===== src/rtl/secure_route_decoder.sv =====
module secure_route_decoder #(
  parameter int CFG_W = 32
) (
  input  logic [CFG_W-1:0] sec_cfg_i,
  input  logic             in_monitor_i,
  input  logic             in_pl1_i,
  input  logic             wfe_valid_i,
  input  logic             evt_reg_set_i,
  input  logic             wfe_wake_pend_i,
  input  logic             wfi_valid_i,
  input  logic             wfi_wake_pend_i,
  input  logic             wfx_other_exc_i,
  input  logic             smc_valid_i,
  input  logic             smc_hyp_trap_i,
  input  logic             hvc_valid_i,
  input  logic             fetch_valid_i,
  input  logic             fetch_ns_target_i,
  output logic             eff_nonsecure_o,
  output logic             irq_to_mon_o,
  output logic             fiq_to_mon_o,
  output logic             abt_to_mon_o,
  output logic             wfe_trap_o,
  output logic             wfe_suspend_o,
  output logic             wfi_trap_o,
  output logic             wfi_suspend_o,
  output logic             smc_to_hyp_o,
  output logic             smc_undef_o,
  output logic             smc_exec_o,
  output logic             hvc_call_o,
  output logic             hvc_undef_o,
  output logic             fetch_block_o,
  output logic             a_mask_wr_ok_o,
  output logic             f_mask_wr_ok_o
);
  localparam int B_NS  = 0;
  localparam int B_IRQ = 1;
  localparam int B_FIQ = 2;
  localparam int B_EA  = 3;
  localparam int B_FW  = 4;
  localparam int B_AW  = 5;
  localparam int B_SMD = 7;
  localparam int B_HVE = 8;
  localparam int B_SIF = 9;
  localparam int B_TWI = 12;
  localparam int B_TWE = 13;

  logic ns_eff;
  logic wfe_would_sleep, wfi_would_sleep;
  logic smc_ns;

  assign ns_eff = sec_cfg_i[B_NS] & ~in_monitor_i;
  assign eff_nonsecure_o = ns_eff;

  assign irq_to_mon_o = sec_cfg_i[B_IRQ];
  assign fiq_to_mon_o = sec_cfg_i[B_FIQ];
  assign abt_to_mon_o = sec_cfg_i[B_EA];

  assign wfe_would_sleep = wfe_valid_i & ~evt_reg_set_i & ~wfe_wake_pend_i & ~wfx_other_exc_i;
  assign wfi_would_sleep = wfi_valid_i & ~wfi_wake_pend_i & ~wfx_other_exc_i;

  assign wfe_trap_o    = wfe_would_sleep & sec_cfg_i[B_TWE] & ~in_monitor_i;
  assign wfi_trap_o    = wfi_would_sleep & sec_cfg_i[B_TWI] & ~in_monitor_i;
  assign wfe_suspend_o = wfe_would_sleep & ~wfe_trap_o;
  assign wfi_suspend_o = wfi_would_sleep & ~wfi_trap_o;

  assign smc_ns       = smc_valid_i & ns_eff;
  assign smc_to_hyp_o = smc_ns & smc_hyp_trap_i;
  assign smc_undef_o  = smc_ns & ~smc_hyp_trap_i & sec_cfg_i[B_SMD];
  assign smc_exec_o   = smc_valid_i & ~smc_to_hyp_o & ~smc_undef_o;

  assign hvc_call_o  = hvc_valid_i & sec_cfg_i[B_HVE] & ns_eff & in_pl1_i;
  assign hvc_undef_o = hvc_valid_i & ~hvc_call_o;

  assign fetch_block_o = fetch_valid_i & fetch_ns_target_i & sec_cfg_i[B_SIF] & ~ns_eff;

  assign a_mask_wr_ok_o = ~ns_eff | sec_cfg_i[B_AW];
  assign f_mask_wr_ok_o = ~ns_eff | sec_cfg_i[B_FW];
endmodule


===== config.mk =====
export PLATFORM = sky130hd
export DESIGN_NAME = secure_route_decoder
export DESIGN_NICKNAME = d
export VERILOG_FILES = /design/src/rtl/secure_route_decoder.sv
export SDC_FILE = /design/constraint.sdc
export NUM_CORES = 1
export LEC_CHECK = 0
export CAP_MARGIN = 0
export CORE_MARGIN = 3
export CORE_UTILIZATION = 13
export DETAILED_ROUTE_END_ITERATION = 8
export PLACE_DENSITY = 0.84
export SLEW_MARGIN = 0
export SYNTH_ARGS = -nofsm -noshare
export SYNTH_HDL_FRONTEND = slang
export SYNTH_SLANG_ARGS = --single-unit
export TNS_END_PERCENT = 1

===== constraint.sdc =====
create_clock -name vclk -period 1.09
set_clock_uncertainty 0.2 [all_clocks]
set_input_delay 0.218 -clock vclk [all_inputs]
set_output_delay 0.218 -clock vclk [all_outputs]
set_load 0.02 [all_outputs]

==> results.ini <==
[power_and_ir_drop]
power.density_nw_per_um2=325
leakagePower_nw=0.309
p_total_mw=0.203
peakVddDrop_mv=0.132

[placed_design]
io_buffer_count=34
hpwl_um=669
dpl_cell_area_um2=566
dp_cells=71
gp_congestion=0.628

[final_layout]
instances_no_fill=76
utilization=0.527
nets=109
numSequentialCells=0
clkbuf_count=0
area_delta_synth_final_pct=257
fill_cells=128
regArea_um2=0
antenna_cells=0
drive_gt1_frac=0.661
post-route-cell-area_um2=626

[sta]
setup_viol=13
finalCritPeriodShare=1.24
whs_ns=0.236
setup_ws_ns=-0.266
hold_violations=0
period_minus_slack_ns=1.36
rsz0062_at_grt=yes
slew_violations=0
relSlewSlack=0.883
fmax_mhz=737
max_slew.worst_pin.slew_ns=0.175

[yosys]
ys_seq_area_frac=0
syn_nets=69
synth_top_area_frac=0.129
avgSynthCellArea_um2=7.30
yosys_warnings=0
yosys.area.top_type=buf_4
yosysMostFrequentCell=buf_4
yosys-top-cells-area=buf_4 (13%), and4b_1 (11%), nor3b_1 (8.6%)
syn_inst=24
yosysUniqueCellTypes=16
syn-cell-area_um2=175

[global_route]
antenna_found_initial=0
grt_max_degree=5
grt_usage=0.0870
first_global_vias=323
grt-ovfl-total=0
grt_pass1_wl_mm=1.34

[critical_path]
cp.required_ns=0.67
cp_data_arrival_time_ns=0.94
cp-end-kind=output pin
path_class=input port to output pin
cp-start-kind=input port
crit_fanout=4

[worst_hold_path]
hold_end=irq_to_mon_o
hold_depth=0
hp-class=input port to output pin
hold_start=sec_cfg_i[1]

[drt]
dr.pass1.iters=1
vias_per_cell=4.43
drt-wirelength-per-cell_um=11.2
drc=0
wl_um=849
ant_nets=0
vias=337
drt-initial-drc-count=0

[floorplan]
die_height_um=42.7
fp.dieW_um=42.7
ios=61
initial_core_util=0.148
die_area_um2=1820
rows=12
coreArea_um2=1190

[outcome]
outcome=complete, but fails checks
violations=setup timing

[clock_network]
hold_buffers=0

[run]
maxCapViolCount=0

==> what timing repair did <==
action,CTS,global route
pin swaps,10,4
gates cloned,0,0
setup endpoints to repair,13,13
resized for setup,123,7
buffers inserted,5,0
==> cell type report <==
type	count	area, um2	area share
timing repair buffer	42	390	0.624
multi-input combinational	19	214	0.342
inverter	1	3.75	0.00600
tap	14	17.5	0.0280
==> cell families (layout without fill, tap and decap cells) <==
group	Yosys count	count (layout)	synth area share
buffers and inverters	5	43	0.214
and+or+nand+nor	17	17	0.707
AOI/OAI and AO/OA	2	2	0.0786
==> through the flow <==
step	setup WS, ns	setup TNS [ns]
floorplan	-0.107	-0.486
global placement	-1.11	-13.42
detailed placement	-1.15	-13.58
CTS	-0.267	-2.79
global route	-0.300	-3.09
finish	-0.266	-2.70
==> worst max-delay path, cell delays in order <==
cell,delay (ns)
buf_12,0.10
nor2b_4,0.16
buf_6,0.12
and4b_2,0.22
buf_6,0.12
==> worst max path at each step <==
stage                 start        endpoint  slack (ns)  cells after the start
6_report       in_monitor_i     smc_undef_o       -0.27                      5
5_1_grt        in_monitor_i  f_mask_wr_ok_o       -0.30                      6
2_1_floorplan  sec_cfg_i[0]     smc_undef_o       -0.11                      3
3_5_place_dp   in_monitor_i     smc_undef_o       -1.15                      4
4_1_cts        in_monitor_i     smc_undef_o       -0.27                      5
3_3_place_gp   in_monitor_i     smc_undef_o       -1.11                      4
==> where the power goes <==
part           switching (mW)  internal, mW
clock network               0             0
logic                  0.0780         0.125
registers                   0             0
total                  0.0780         0.125
==> layout by cell type (no fill, tap or decap) <==
cell,synthesis,layout
buf_6,1,13
buf_4,3,10
dlygate4sd2_1,0,9
nor2b_4,0,3
clkdlybuf4s15_1,0,3
nor3b_2,0,2
nor2_4,0,2
and3_1,2,2
nand2b_1,2,2
clkdlybuf4s50_1,0,2
clkbuf_2,0,2
buf_2,0,2
and4b_1,2,1
nor4b_4,0,1
and4b_2,0,1
or2_1,1,1
a21boi_2,0,1
and4_4,0,1
inv_2,0,1
a31oi_4,0,1
nand3_1,1,1
buf_12,0,1
==> per-layer routing <==
layer  GRT usage  vias up  part of all wire
met2       0.168       26              0.54
met5           0        -                 0
met3      0.0254        0              0.16
met4           0        0                 0
li1            -      161                 -
met1      0.0975      150              0.31
Power figures use the tool's default switching activity.
